==> src/rtl/flash_accel_pkg.sv <==
package flash_accel_pkg;

   typedef enum logic [1:0] {
      ACC_NONE  = 2'd0,
      ACC_PREF  = 2'd1,
      ACC_INSTR = 2'd2,
      ACC_DATA  = 2'd3
   } acc_kind_e;

   localparam int NBUF     = 4;
   localparam int BUF_CUR  = 0;
   localparam int BUF_NEXT = 1;
   localparam int BUF_JMP  = 2;
   localparam int BUF_DAT  = 3;
   localparam int N_INSTR_BUF = 3;

endpackage

==> src/rtl/accel_line_slot.sv <==
module accel_line_slot #(
   parameter int TAG_W  = 28,
   parameter int WORDS  = 4,
   parameter int WORD_W = 32,
   localparam int SEL_W  = $clog2(WORDS),
   localparam int LINE_W = WORDS * WORD_W
) (
   input  logic              clk,
   input  logic              rst_n,
   input  logic              clr,
   input  logic              wr_en,
   input  logic [TAG_W-1:0]  wr_tag,
   input  logic [LINE_W-1:0] wr_line,
   input  logic [TAG_W-1:0]  lk_tag,
   input  logic [SEL_W-1:0]  lk_sel,
   output logic              valid_q,
   output logic [TAG_W-1:0]  tag_q,
   output logic [LINE_W-1:0] line_q,
   output logic              hit,
   output logic [WORD_W-1:0] word
);

   always_ff @(posedge clk) begin
      if (!rst_n) begin
         valid_q <= 1'b0;
      end else if (wr_en) begin
         valid_q <= 1'b1;
      end else if (clr) begin
         valid_q <= 1'b0;
      end
   end

   always_ff @(posedge clk) begin
      if (wr_en) begin
         tag_q  <= wr_tag;
         line_q <= wr_line;
      end
   end

   assign hit  = valid_q && (tag_q == lk_tag);
   assign word = line_q[lk_sel*WORD_W +: WORD_W];

endmodule

==> src/rtl/accel_flash_seq.sv <==
module accel_flash_seq
   import flash_accel_pkg::*;
#(
   parameter int TAG_W = 28,
   parameter int TIM_W = 4
) (
   input  logic             clk,
   input  logic             rst_n,
   input  logic [TIM_W-1:0] cfg_access_clks,
   input  logic             issue_req,
   input  logic [TAG_W-1:0] issue_tag,
   input  acc_kind_e        issue_kind,
   output logic             fl_req,
   output logic [TAG_W-1:0] fl_line_addr,
   output logic             busy,
   output logic             data_cycle,
   output logic [TAG_W-1:0] busy_tag,
   output acc_kind_e        busy_kind
);

   logic [TIM_W-1:0] cnt_q;

   assign fl_req       = issue_req && !busy;
   assign fl_line_addr = issue_tag;
   assign data_cycle   = busy && (cnt_q == TIM_W'(1));

   always_ff @(posedge clk) begin
      if (!rst_n) begin
         busy      <= 1'b0;
         cnt_q     <= '0;
         busy_tag  <= '0;
         busy_kind <= ACC_NONE;
      end else if (fl_req) begin
         busy      <= 1'b1;
         cnt_q     <= cfg_access_clks - TIM_W'(1);
         busy_tag  <= issue_tag;
         busy_kind <= issue_kind;
      end else if (busy) begin
         cnt_q <= cnt_q - TIM_W'(1);
         if (cnt_q == TIM_W'(1)) begin
            busy      <= 1'b0;
            busy_kind <= ACC_NONE;
         end
      end
   end

   // a request is one cycle wide
   assert_req_single_R1: assert property (@(posedge clk) disable iff (!rst_n)
      fl_req |=> !fl_req);

   // an access stays open until its data cycle
   assert_one_outstanding_R1: assert property (@(posedge clk) disable iff (!rst_n)
      (busy && !data_cycle) |=> busy);

   // the access time must allow a separate data cycle
   assert_cfg_min_R12: assert property (@(posedge clk) disable iff (!rst_n)
      fl_req |-> (cfg_access_clks >= TIM_W'(2)));

endmodule

==> src/rtl/flash_line_accel.sv <==
module flash_line_accel
   import flash_accel_pkg::*;
#(
   parameter int ADDR_W         = 32,
   parameter int WORD_W         = 32,
   parameter int WORDS_PER_LINE = 4,
   parameter int TIM_W          = 4,
   localparam int SEL_W      = $clog2(WORDS_PER_LINE),
   localparam int BYTE_SEL_W = $clog2(WORD_W / 8),
   localparam int OFF_W      = SEL_W + BYTE_SEL_W,
   localparam int TAG_W      = ADDR_W - OFF_W,
   localparam int LINE_W     = WORD_W * WORDS_PER_LINE
) (
   input  logic              clk,
   input  logic              rst_n,
   input  logic              cfg_enable,
   input  logic [TIM_W-1:0]  cfg_access_clks,
   input  logic              rd_valid,
   input  logic [ADDR_W-1:0] rd_addr,
   input  logic              rd_is_instr,
   input  logic              rd_is_seq,
   output logic [WORD_W-1:0] rd_data,
   output logic              rd_ready,
   output logic              fl_req,
   output logic [TAG_W-1:0]  fl_line_addr,
   input  logic [LINE_W-1:0] fl_rdata
);

   // elaboration-time parameter checks
   if (WORD_W % 8 != 0 || WORD_W < 16) begin : g_bad_word
      $error("WORD_W must be a multiple of 8 and at least 16");
   end
   if (WORDS_PER_LINE < 2 || (WORDS_PER_LINE & (WORDS_PER_LINE - 1)) != 0) begin : g_bad_line
      $error("WORDS_PER_LINE must be a power of two, 2 or more");
   end
   if (TIM_W < 2 || TAG_W < 1) begin : g_bad_width
      $error("TIM_W must be at least 2 and ADDR_W must exceed the line offset");
   end

   // request decode
   logic [TAG_W-1:0] rd_tag;
   logic [SEL_W-1:0] rd_sel;
   assign rd_tag = rd_addr[ADDR_W-1:OFF_W];
   assign rd_sel = rd_addr[OFF_W-1:BYTE_SEL_W];

   // flash sequencer
   logic             issue_req;
   logic [TAG_W-1:0] issue_tag;
   acc_kind_e        issue_kind;
   logic             busy;
   logic             data_cycle;
   logic [TAG_W-1:0] busy_tag;
   acc_kind_e        busy_kind;

   accel_flash_seq #(
      .TAG_W (TAG_W),
      .TIM_W (TIM_W)
   ) u_seq (
      .clk             (clk),
      .rst_n           (rst_n),
      .cfg_access_clks (cfg_access_clks),
      .issue_req       (issue_req),
      .issue_tag       (issue_tag),
      .issue_kind      (issue_kind),
      .fl_req          (fl_req),
      .fl_line_addr    (fl_line_addr),
      .busy            (busy),
      .data_cycle      (data_cycle),
      .busy_tag        (busy_tag),
      .busy_kind       (busy_kind)
   );

   // line registers
   logic [NBUF-1:0]   slot_valid;
   logic [NBUF-1:0]   slot_hit;
   logic [NBUF-1:0]   slot_wr;
   logic [NBUF-1:0]   slot_clr;
   logic [TAG_W-1:0]  slot_tag   [NBUF];
   logic [LINE_W-1:0] slot_line  [NBUF];
   logic [WORD_W-1:0] slot_word  [NBUF];
   logic [LINE_W-1:0] served_line;

   for (genvar g = 0; g < NBUF; g++) begin : g_slot
      logic [TAG_W-1:0]  wtag;
      logic [LINE_W-1:0] wline;
      if (g == BUF_NEXT) begin : g_pref_src
         assign wtag  = busy_tag;
         assign wline = fl_rdata;
      end else begin : g_dem_src
         assign wtag  = rd_tag;
         assign wline = served_line;
      end

      accel_line_slot #(
         .TAG_W  (TAG_W),
         .WORDS  (WORDS_PER_LINE),
         .WORD_W (WORD_W)
      ) u_slot (
         .clk     (clk),
         .rst_n   (rst_n),
         .clr     (slot_clr[g]),
         .wr_en   (slot_wr[g]),
         .wr_tag  (wtag),
         .wr_line (wline),
         .lk_tag  (rd_tag),
         .lk_sel  (rd_sel),
         .valid_q (slot_valid[g]),
         .tag_q   (slot_tag[g]),
         .line_q  (slot_line[g]),
         .hit     (slot_hit[g]),
         .word    (slot_word[g])
      );
   end

   // hit detection and read return
   logic instr_hit;
   logic data_hit;
   logic buf_hit;
   logic fill_serve;

   assign instr_hit  = cfg_enable && rd_is_instr && (|slot_hit[N_INSTR_BUF-1:0]);
   assign data_hit   = cfg_enable && !rd_is_instr && slot_hit[BUF_DAT];
   assign buf_hit    = rd_valid && (instr_hit || data_hit);
   assign fill_serve = rd_valid && data_cycle && (busy_tag == rd_tag);
   assign rd_ready   = buf_hit || fill_serve;

   always_comb begin
      rd_data     = fl_rdata[rd_sel*WORD_W +: WORD_W];
      served_line = fl_rdata;
      if (instr_hit) begin
         if (slot_hit[BUF_CUR]) begin
            rd_data     = slot_word[BUF_CUR];
            served_line = slot_line[BUF_CUR];
         end else if (slot_hit[BUF_NEXT]) begin
            rd_data     = slot_word[BUF_NEXT];
            served_line = slot_line[BUF_NEXT];
         end else begin
            rd_data     = slot_word[BUF_JMP];
            served_line = slot_line[BUF_JMP];
         end
      end else if (data_hit) begin
         rd_data     = slot_word[BUF_DAT];
         served_line = slot_line[BUF_DAT];
      end
   end

   // line register updates
   logic srv_en;
   logic srv_instr;
   assign srv_en    = rd_ready && cfg_enable;
   assign srv_instr = srv_en && rd_is_instr;

   always_comb begin
      slot_wr           = '0;
      slot_clr          = {NBUF{!cfg_enable}};
      slot_wr[BUF_CUR]  = srv_instr;
      slot_wr[BUF_JMP]  = srv_instr && !rd_is_seq;
      slot_wr[BUF_DAT]  = srv_en && !rd_is_instr;
      slot_wr[BUF_NEXT] = cfg_enable && data_cycle && (busy_kind == ACC_PREF)
                          && !(srv_instr && (busy_tag == rd_tag));
      slot_clr[BUF_NEXT] = !cfg_enable || (srv_instr && slot_hit[BUF_NEXT]);
   end

   // request selection: a waiting demand beats the next-line prefetch
   logic [TAG_W-1:0] pf_target;
   logic             pf_held;
   logic             want_pf;
   logic             demand_miss;

   assign pf_target = slot_tag[BUF_CUR] + TAG_W'(1);

   always_comb begin
      pf_held = 1'b0;
      for (int i = 0; i < N_INSTR_BUF; i++) begin
         if (slot_valid[i] && (slot_tag[i] == pf_target)) pf_held = 1'b1;
      end
   end

   assign demand_miss = rd_valid && !rd_ready;
   assign want_pf     = cfg_enable && slot_valid[BUF_CUR] && !pf_held;
   assign issue_req   = demand_miss || want_pf;
   assign issue_tag   = demand_miss ? rd_tag : pf_target;
   assign issue_kind  = demand_miss ? (rd_is_instr ? ACC_INSTR : ACC_DATA) : ACC_PREF;

   // the requester holds a read until it completes
   assert_req_hold_R2: assert property (@(posedge clk) disable iff (!rst_n)
      (rd_valid && !rd_ready) |=> (rd_valid && $stable(rd_addr)
                                   && $stable(rd_is_instr) && $stable(rd_is_seq)));

   // addresses are word-aligned
   assert_word_aligned_R4: assert property (@(posedge clk) disable iff (!rst_n)
      rd_valid |-> (rd_addr[BYTE_SEL_W-1:0] == '0));

   // no flash request without a waiting demand while disabled
   assert_off_no_prefetch_R10: assert property (@(posedge clk) disable iff (!rst_n)
      (fl_req && !cfg_enable) |-> (rd_valid && !rd_ready));

   // disabling empties every line register
   assert_off_cleared_R10: assert property (@(posedge clk) disable iff (!rst_n)
      !cfg_enable |=> (slot_valid == '0));

   // a completed data fill lands in the data line register
   assert_data_fill_R6: assert property (@(posedge clk) disable iff (!rst_n)
      (data_cycle && busy_kind == ACC_DATA && cfg_enable && rd_ready)
      |=> (slot_valid[BUF_DAT] && slot_tag[BUF_DAT] == $past(busy_tag)));

endmodule

==> config.mk <==
export PLATFORM = sky130hd
export DESIGN_NAME = flash_line_accel
export DESIGN_NICKNAME = d
export VERILOG_FILES = /design/src/rtl/flash_accel_pkg.sv /design/src/rtl/accel_line_slot.sv /design/src/rtl/accel_flash_seq.sv /design/src/rtl/flash_line_accel.sv
export SDC_FILE = /design/constraint.sdc
export NUM_CORES = 1
export LEC_CHECK = 0
export ABC_AREA = 0
export BUFFER_PORTS_ARGS = -buffer_cell sky130_fd_sc_hd__buf_2
export CAP_MARGIN = 20
export CORE_ASPECT_RATIO = 1.2
export CORE_MARGIN = 10
export CORE_UTILIZATION = 45
export DETAILED_ROUTE_END_ITERATION = 10
export PLACE_DENSITY = 0.72
export SLEW_MARGIN = 20
export SYNTH_ARGS = -nofsm -noshare
export SYNTH_HDL_FRONTEND = slang
export SYNTH_SLANG_ARGS = --single-unit
==> constraint.sdc <==
create_clock -name clk -period 29 [get_ports clk]
set_input_delay 5.8 -clock clk [delete_from_list [all_inputs] [get_ports clk]]
set_output_delay 5.8 -clock clk [all_outputs]
set_load 0.02 [all_outputs]
**Word level (Yosys, flattened, before mapping)**

Index checks and enable logic that the tools add are counted.

- $add $sub $neg: 3
- Equal/unequal tests: 13
- Shift operators: 5
- Muxes and demuxes: 28
- Reductions and logical operators: 44

Operators with widths:

| kind | number |
|---|---|
| variable part select 128 x 8 -> 32 bit | 5 |
| two-way mux 128 bit | 4 |
| equality test 28 bit | 8 |
| two-way mux 32 bit | 4 |
| adder 28 x 1 -> 28 bit, second input constant | 1 |
| logical AND 1 bit | 28 |
| two-way mux 28 bit | 1 |
| two-way mux 1 bit | 13 |
| two-way mux 2 bit | 4 |
| two-way mux 4 bit | 2 |
| subtractor 4 x 1 -> 4 bit, second input constant | 2 |
| zero test 1 bit | 7 |
| inequality test 2 x 1 -> 1 bit, second input constant | 3 |
| nonzero test 2 bit | 3 |
| equality test 4 x 1 -> 1 bit, second input constant | 1 |
| logical OR 1 bit | 4 |
| OR reduction 3 bit | 1 |
| equality test 2 x 1 -> 1 bit, second input constant | 1 |
| AND reduction 2 bit | 1 |

- Register bits: 663
- Input bits: 170
- Output and inout bits: 62
- Word-level logic and storage cells: 109

**Logic depth before layout (Yosys ltp)**

Gate-level depths: netlist (run 1).

- Word-level depth: 13
- Depth in mapped cells: 13
- Mapped depth without buffers: 11

**Modules after synthesis**

A second synthesis (run 1) with hierarchy kept.

- Cells, all modules: 2463
- Area total of the unflattened synthesis: 34465.6 µm²

By module, submodules not included:

| module | times used | cells an instance | area each (µm²) | seq. area each (µm²) |
|---|---|---|---|---|
| accel_line_slot | 4 | 236 | 5840.6 | 4704.5 |
| flash_line_accel | 1 | 1322 | 9541.7 | 0.0 |
| accel_flash_seq | 1 | 197 | 1561.5 | 700.7 |

**Least setup slack after synthesis (run 1)**

OpenSTA, ideal clock, no wires.

- Kind: input port to flip-flop
- From: input rd_addr[11]
- To: register g_slot[3].u_slot.line_q[0], enable pin
- Data arrival time: 19.174 ns
- Data required time: 28.105 ns
- Setup slack: 8.931 ns
- Stages on the path: 10
- Path buffers: 3
- Path through: clkbuf_1 -> xnor2_1 -> nand4_1 -> nor4_1 -> nand3_1 -> a31oi_1 -> clkbuf_1 -> buf_2 -> o21ai_0 -> nor3b_1

- Longest elaborated chain between the ends: 9
- Elaborated cells between the ends (all ways): 18

Ends and longest elaborated chain:

| item | line | RTL |
|---|---|---|
| start: declaration | flash_line_accel.sv:19 | `input logic [ADDR_W-1:0] rd_addr,` |
| equality test 28 bit | accel_line_slot.sv:40 | `assign hit = valid_q && (tag_q == lk_tag);` |
| logical AND 1 bit | accel_line_slot.sv:40 |  |
| OR reduction 3 bit | flash_line_accel.sv:121 | `assign instr_hit = cfg_enable && rd_is_instr && (\|slot_hit[N_INSTR_BUF-1:0]);` |
| logical AND 1 bit | flash_line_accel.sv:121 |  |
| logical OR 1 bit | flash_line_accel.sv:123 | `assign buf_hit = rd_valid && (instr_hit \|\| data_hit);` |
| logical AND 1 bit | flash_line_accel.sv:123 |  |
| logical OR 1 bit (*) | flash_line_accel.sv:125 | `assign rd_ready = buf_hit \|\| fill_serve;` |
| logical AND 1 bit (*) | flash_line_accel.sv:150 | `assign srv_en = rd_ready && cfg_enable;` |
| logical AND 1 bit (*) | flash_line_accel.sv:158 | `slot_wr[BUF_DAT] = srv_en && !rd_is_instr;` |
| net g_slot[3].u_slot.wr_en | accel_line_slot.sv:11 | `input logic wr_en,` |
| end signal: assignment | accel_line_slot.sv:36 | `line_q <= wr_line;` |
| end: declaration | accel_line_slot.sv:18 | `output logic [LINE_W-1:0] line_q,` |

The timed path passes the listed nets; every way through them passes the cells marked *.
A chain may end at the register's enable or synchronous reset.

**Worst setup path in the final report (run 1)**

- From: input rd_addr[6]
- To: output rd_data[1]

- Longest elaborated chain between the ends: 5
- Elaborated cells between the ends (all ways): 15

Ends and longest elaborated chain:

| item | line | RTL |
|---|---|---|
| equality test 28 bit | accel_line_slot.sv:40 |  |
| logical AND 1 bit | accel_line_slot.sv:40 |  |
| two-way mux 32 bit, or another cell as far along | flash_line_accel.sv:134 | `end else if (slot_hit[BUF_NEXT]) begin` |
| two-way mux 32 bit, or another cell as far along | flash_line_accel.sv:131 | `if (slot_hit[BUF_CUR]) begin` |
| two-way mux 32 bit (*) | flash_line_accel.sv:130 | `if (instr_hit) begin` |
| end: declaration | flash_line_accel.sv:22 | `output logic [WORD_W-1:0] rd_data,` |

Every way passes the cells marked *; elsewhere a longest branch is shown, timed or not.

==> results of run 1 <==
final cells by class:
cell class | instances | area [sq um]
Timing Repair Buffer | 248 | 1314
Clock buffer | 95 | 1941
Fill cell | 5612 | 32490
Multi-Input combinational cell | 1337 | 10430
Antenna cell | 3 | 7.507
Clock inverter | 34 | 350.3
Inverter | 23 | 98.84
Sequential cell | 663 | 19520
Tap cell | 901 | 1127
registers in the layout, indices dropped and copies added (netlist names):
register / cells
g_slot.u_slot.tag_q: 112
u_seq.busy_kind: 2
g_slot.u_slot.line_q: 512
u_seq.cnt_q: 4
u_seq.busy_tag: 28
u_seq.busy: 1
g_slot.u_slot.valid_q: 4
cell usage in the layout, fill, tap and decap left out, types with 12 or more instances in the layout:
master,count
a21oi_1,28
buf_2,229
buf_4,17
clkbuf_1,20
clkbuf_16,74
clkinv_1,12
dfxtp_1,39
edfxtp_1,624
inv_1,21
mux2i_1,285
mux4_2,32
nand2_1,166
nand3_1,27
nand4_1,54
nor2_1,42
nor2b_1,36
nor3_1,12
nor4_1,25
o211ai_1,134
o21ai_0,139
xnor2_1,149
xor2_1,53
worst max-delay path, stage by stage:
cell and delay [ns]:
buf_2 0.18, xnor2_1 0.50, nand4_1 0.16, nor4_1 0.77, nand3_4 0.63, a31oi_4 0.33, buf_4 0.60, buf_4 0.89
o21ai_0 0.53, mux4_2 0.58, buf_2 0.18
per-layer routing:
metal / track usage, % / up-vias / routed length, microns / part of all wire (%)
li1: - / 8697 / - / -
met1: 26.02 / 9607 / 33530 / 39
met2: 35.48 / 700 / 42670 / 50
met3: 4.832 / 174 / 6091 / 7.1
met4: 7.243 / 28 / 2741 / 3.2
met5: 0 / - / 173 / 0.20
path summary, 6_finish.rpt:
check                                 end
max                            rd_data[1]
min             g_slot[1].u_slot.tag_q[6]
max reg2reg  g_slot[0].u_slot.line_q[111]
min reg2reg     g_slot[1].u_slot.tag_q[6]
logic make-up after synthesis:
family	Yosys count	share of synthesized area, %
AO/OA/AOI/OAI	360	7.580
XOR/XNOR	211	6.441
adder cells (fa/ha/maj)	4	0.1633
buffers and inverters	186	2.482
flip-flops	663	63.68
multiplexers	325	11.95
AND/OR/NAND/NOR	437	7.703
metrics by stage:
step | util [%] | setup WS, ns
after floorplan | - | 8.931
after global placement | 48.28 | 11.99
after detailed placement | 48.29 | 11.90
after CTS | 51.69 | 11.87
after global routing | 51.70 | 11.62
final | 51.71 | 11.91
power groups by stage:
stage / clock (mW) / sequential [mW] / combinational (mW)
after floorplan: 0 / 1.07 / 0.0645
after global placement: 0 / 1.07 / 0.108
after detailed placement: 0 / 1.07 / 0.111
after CTS: 0.911 / 1.05 / 0.112
after global routing: 0.952 / 1.05 / 0.119
final: 0.892 / 1.05 / 0.111
==> impl_metrics.env, run 1 <==
export IMPL_die_h_microns=305.9
export IMPL_place_inst=3172
export IMPL_min_from="u_seq.busy_tag[6]"
export IMPL_vias=19210
export IMPL_clkSinkCount=663
export IMPL_cts_setup_buffers=0
export IMPL_finalHoldViolCount=0
export IMPL_tightest_slew_ns=1.062
export IMPL_finalCritPeriodShare_pct=58.92
export IMPL_antenna_found_initial=24
export IMPL_combPwrFrac_pct=5.4
export IMPL_syn_inst=2186
export IMPL_coreArea_sq_um=67270
export IMPL_synth_seq_cells=663
export IMPL_numCtsBuffers=71
export IMPL_reg2reg_depth=10
export IMPL_r2r_start="g_slot[0].u_slot.tag_q[7]"
export IMPL_postRouteAntennaNets=0
export IMPL_slew_headroom_pct=29.23
export IMPL_io_pins=232
export IMPL_required_ns=23.20
export IMPL_yosysSeqAreaShare_pct=63.68
export IMPL_final_area_sq_um=34780
export IMPL_cts_root_buf="clkbuf_16"
export IMPL_skew_ns=0.02628
export IMPL_hold_worst_slack_ns=0.4792
export IMPL_setup_viol=0
export IMPL_final_max_slew_violation_count=0
export IMPL_drtIter0Drc=1696
export IMPL_post_cts_resized=0
export IMPL_internal_power_mw=1.611
export IMPL_synth_nets=2360
export IMPL_whs_path_depth=0
export IMPL_clk_pin_slew_worst_paths_ns=0.06
export IMPL_rows=104
export IMPL_clock_latency_ns=0.60
export IMPL_overflow=0
export IMPL_power_density_nw_per_um2=59.17
export IMPL_finalWorstPathRequiredPeriod_ns=17.09
export IMPL_synth_cell_area_sq_um=30650
export IMPL_p_leak_nw=13.24
export IMPL_synth_top_area_share_pct=61.13
export IMPL_status="finished clean"
export IMPL_io_buffers=229
export IMPL_initial_utilization_pct=45.56
export IMPL_viasPerCell=5.813
export IMPL_synthDistinctLibCells=76
export IMPL_synth_area_leader_cell="edfxtp_1"
export IMPL_clkPwrFrac_pct=43.4
export IMPL_cts_tree="yes"
export IMPL_syn_to_final_growth_pct=13.48
export IMPL_synth_edf_count=624
export IMPL_critPathArrivalTime_ns=11.29
export IMPL_routed_wl_mm=85.21
export IMPL_grt_pass1_wl_mm=126.1
export IMPL_grt_setup_unrepaired="false"
export IMPL_placed_area_sq_um=32480
export IMPL_wl_per_cell_microns=25.79
export IMPL_h_tree_depth=3
export IMPL_dr_pass1_iters=6
export IMPL_grt_max_degree=158
export IMPL_fmax_mhz=58.53
export IMPL_synth_most_common_cell="edfxtp_1"
export IMPL_grt_pass1_vias=19190
export IMPL_fin_cells=3304
export IMPL_synth_main_ff_cell="edfxtp_1"
export IMPL_p_seq_share_pct=51.2
export IMPL_drive_gt1_share_pct=17.08
export IMPL_hp_class="reg -> reg"
export IMPL_total_power_mw=2.058
export IMPL_ff2ff_setup_slack_ns=22.31
export IMPL_startpoint="rd_addr[6]"
export IMPL_crit_type="in -> out"
export IMPL_finalWeightedCongestion=0.9703
export IMPL_async_flop_share_pct=0
export IMPL_fin_nets=2518
export IMPL_fin_tns_setup_ns=0
export IMPL_yosysWarnings=0
export IMPL_end_kind="primary output"
export IMPL_swShare_pct=21.72
export IMPL_route_detailed_drc=0
export IMPL_cts_buffer_depth=3
export IMPL_timing_max_cap_violations=0
export IMPL_yosys_top_cells_area="edfxtp_1, mux2i_1, xnor2_1"
export IMPL_ir_drop_v=0.00004687
export IMPL_synthTopCellsByCount="edfxtp_1, mux2i_1, nand2_1, xnor2_1, o21ai_0"
export IMPL_worstSetupStartpointType="input port"
export IMPL_grt_util_all_layers_pct=20.96
export IMPL_dp_hpwl_mm=55.57
export IMPL_cts_hold_buf=0
export IMPL_syn_area_per_cell_sq_um=14.02
export IMPL_cp_max_fo=105
export IMPL_dieArea_sq_um=79000
export IMPL_p_sw_mw=0.4470
export IMPL_dieWidth_microns=258.3
No activity file was read; power rests on OpenSTA's default activity.
==> run 2, diff against run 1 <==
- PLACE_DENSITY: 0.72 -> 0.74
- clock period: 29 -> 15.3 ns (I/O delays scaled with it)
==> run 2 against run 1 <==
  * Clock power is 85% higher
  * Sequential cell count stayed put
  * Die area stayed put
==> impl_metrics.env, run 2 (same netlist as run 1, synthesis figures left out) <==
export IMPL_status="finished clean"
export IMPL_place_inst=3168
export IMPL_grt_util_all_layers_pct=20.90
export IMPL_route_detailed_drc=0
export IMPL_p_leak_nw=13.21
export IMPL_internal_power_mw=2.998
export IMPL_clk_pin_slew_worst_paths_ns=0.06
export IMPL_combPwrFrac_pct=5.4
export IMPL_syn_to_final_growth_pct=13.32
export IMPL_clkSinkCount=663
export IMPL_vias=19240
export IMPL_postRouteAntennaNets=0
export IMPL_fmax_mhz=88.09
export IMPL_cts_tree="yes"
export IMPL_skew_ns=0.02161
export IMPL_dpl_worst_slack_ns=3.908
export IMPL_wl_per_cell_microns=25.61
export IMPL_post_cts_resized=0
export IMPL_drtIter0Drc=1530
export IMPL_grt_max_degree=256
export IMPL_largest_register="g_slot.u_slot.line_q"
export IMPL_clock_latency_ns=0.62
export IMPL_dieArea_sq_um=79000
export IMPL_final_common_cell="edfxtp_1"
export IMPL_fin_ws_ns=3.949
export IMPL_end_kind="primary output"
export IMPL_power_density_nw_per_um2=111.2
export IMPL_worstSetupStartpointType="input port"
export IMPL_h_tree_depth=3
export IMPL_crit_type="in -> out"
export IMPL_fin_cells=3305
export IMPL_dr_pass1_iters=7
export IMPL_cts_setup_buffers=0
export IMPL_grt_pass1_vias=19490
export IMPL_final_max_slew_violation_count=0
export IMPL_p_sw_mw=0.8637
export IMPL_setup_viol=0
export IMPL_cts_buffer_depth=3
export IMPL_finalWorstPathRequiredPeriod_ns=11.35
export IMPL_largest_reg_flops=512
export IMPL_fin_nets=2514
export IMPL_grt_pass1_wl_mm=125.7
export IMPL_final_area_sq_um=34730
export IMPL_layout_common_cells="edfxtp_1, mux2i_1, buf_2"
export IMPL_fin_tns_setup_ns=0
export IMPL_ff2ff_setup_slack_ns=9.20
export IMPL_rows=104
export IMPL_r2r_start="g_slot[0].u_slot.tag_q[7]"
export IMPL_finalHoldViolCount=0
export IMPL_timing_max_cap_violations=0
export IMPL_coreArea_sq_um=67270
export IMPL_placed_area_sq_um=32480
export IMPL_dieWidth_microns=258.3
export IMPL_p_seq_share_pct=51.8
export IMPL_endpoint="rd_data[19]"
export IMPL_dp_hpwl_mm=54.63
export IMPL_routed_wl_mm=84.65
export IMPL_hp_class="reg -> reg"
export IMPL_fill_cells=5596
export IMPL_ir_drop_v=0.00008728
export IMPL_clkPwrFrac_pct=42.8
export IMPL_cp_max_fo=255
export IMPL_swShare_pct=22.36
export IMPL_cts_hold_buf=0
export IMPL_finalCritPeriodShare_pct=74.19
export IMPL_drive_gt1_share_pct=17.11
export IMPL_io_pins=232
export IMPL_numCtsBuffers=71
export IMPL_top_regs="g_slot.u_slot.line_q: 512 flops, g_slot.u_slot.tag_q: 112 flops, u_seq.busy_tag: 28 flops"
export IMPL_slew_headroom_pct=24.65
export IMPL_post_route_util_pct=51.63
export IMPL_required_ns=12.24
export IMPL_finalWeightedCongestion=0.9706
export IMPL_antenna_found_initial=34
export IMPL_reg2reg_depth=9
export IMPL_grt_setup_unrepaired="false"
export IMPL_die_h_microns=305.9
export IMPL_viasPerCell=5.822
export IMPL_critPathArrivalTime_ns=8.29
export IMPL_initial_utilization_pct=45.56
export IMPL_io_buffers=229
export IMPL_timing_rr_end="g_slot[0].u_slot.line_q[109]"
export IMPL_tightest_slew_ns=1.130
export IMPL_startpoint="rd_addr[7]"
export IMPL_overflow=0
export IMPL_cts_root_buf="clkbuf_16"
-- run 2: critical path, cell delays in order --
cell and delay (ns):
buf_2 0.18, xnor2_1 0.58, nand4_1 0.17, nor4_1 0.67, nand3_4 0.82, a31oi_4 0.58, buf_12 0.74, o21ai_0 0.51
mux4_2 0.60, buf_2 0.18
-- run 2: power groups by stage --
stage | Combinational [mW] | Clock, mW | Sequential, mW
after floorplan | 0.122 | 0 | 2.03
after global placement | 0.204 | 0 | 2.04
after detailed placement | 0.211 | 0 | 2.04
after CTS | 0.212 | 1.69 | 2.00
after global routing | 0.227 | 1.76 | 2.00
final | 0.210 | 1.65 | 2.00
-- run 2: per-stage QoR --
step / hold WS [ns] / power [mW]
after floorplan: 0.4492 / 2.157
after global placement: 0.4598 / 2.240
after detailed placement: 0.4656 / 2.248
after CTS: 0.4826 / 3.901
after global routing: 0.4901 / 3.990
final: 0.4801 / 3.862
-- run 2: area by class of cell --
| class | instances | area, sq um | area share (%) |
|---|---|---|---|
| Antenna cell | 8 | 20.02 | 0.05763 |
| Clock inverter | 47 | 376.6 | 1.084 |
| Inverter | 23 | 96.34 | 0.2774 |
| Clock buffer | 82 | 1849 | 5.324 |
| Multi-Input combinational cell | 1337 | 10430 | 30.04 |
| Tap cell | 901 | 1127 | 3.246 |
| Sequential cell | 663 | 19520 | 56.19 |
| Timing Repair Buffer | 244 | 1313 | 3.779 |
-- run 2: per-layer routing --
layer,wire (microns),global-route usage [%]
met1,33530,25.79
met2,41330,34.27
met3,6058,5.317
met4,3468,9.255
met5,271,0
-- run 2: worst min-delay path by stage --
stage	start	cells past startpoint	endpoint	slack, ns
finish	u_seq.busy_tag[23]	0	g_slot[1].u_slot.tag_q[23]	0.48
global route	u_seq.busy_tag[23]	0	g_slot[1].u_slot.tag_q[23]	0.49
CTS	u_seq.busy_tag[23]	0	g_slot[1].u_slot.tag_q[23]	0.48
detailed placement	u_seq.busy_tag[17]	0	g_slot[1].u_slot.tag_q[17]	0.47
global placement	u_seq.busy_tag[25]	0	g_slot[1].u_slot.tag_q[25]	0.46
floorplan	u_seq.busy_tag[0]	0	g_slot[1].u_slot.tag_q[0]	0.45
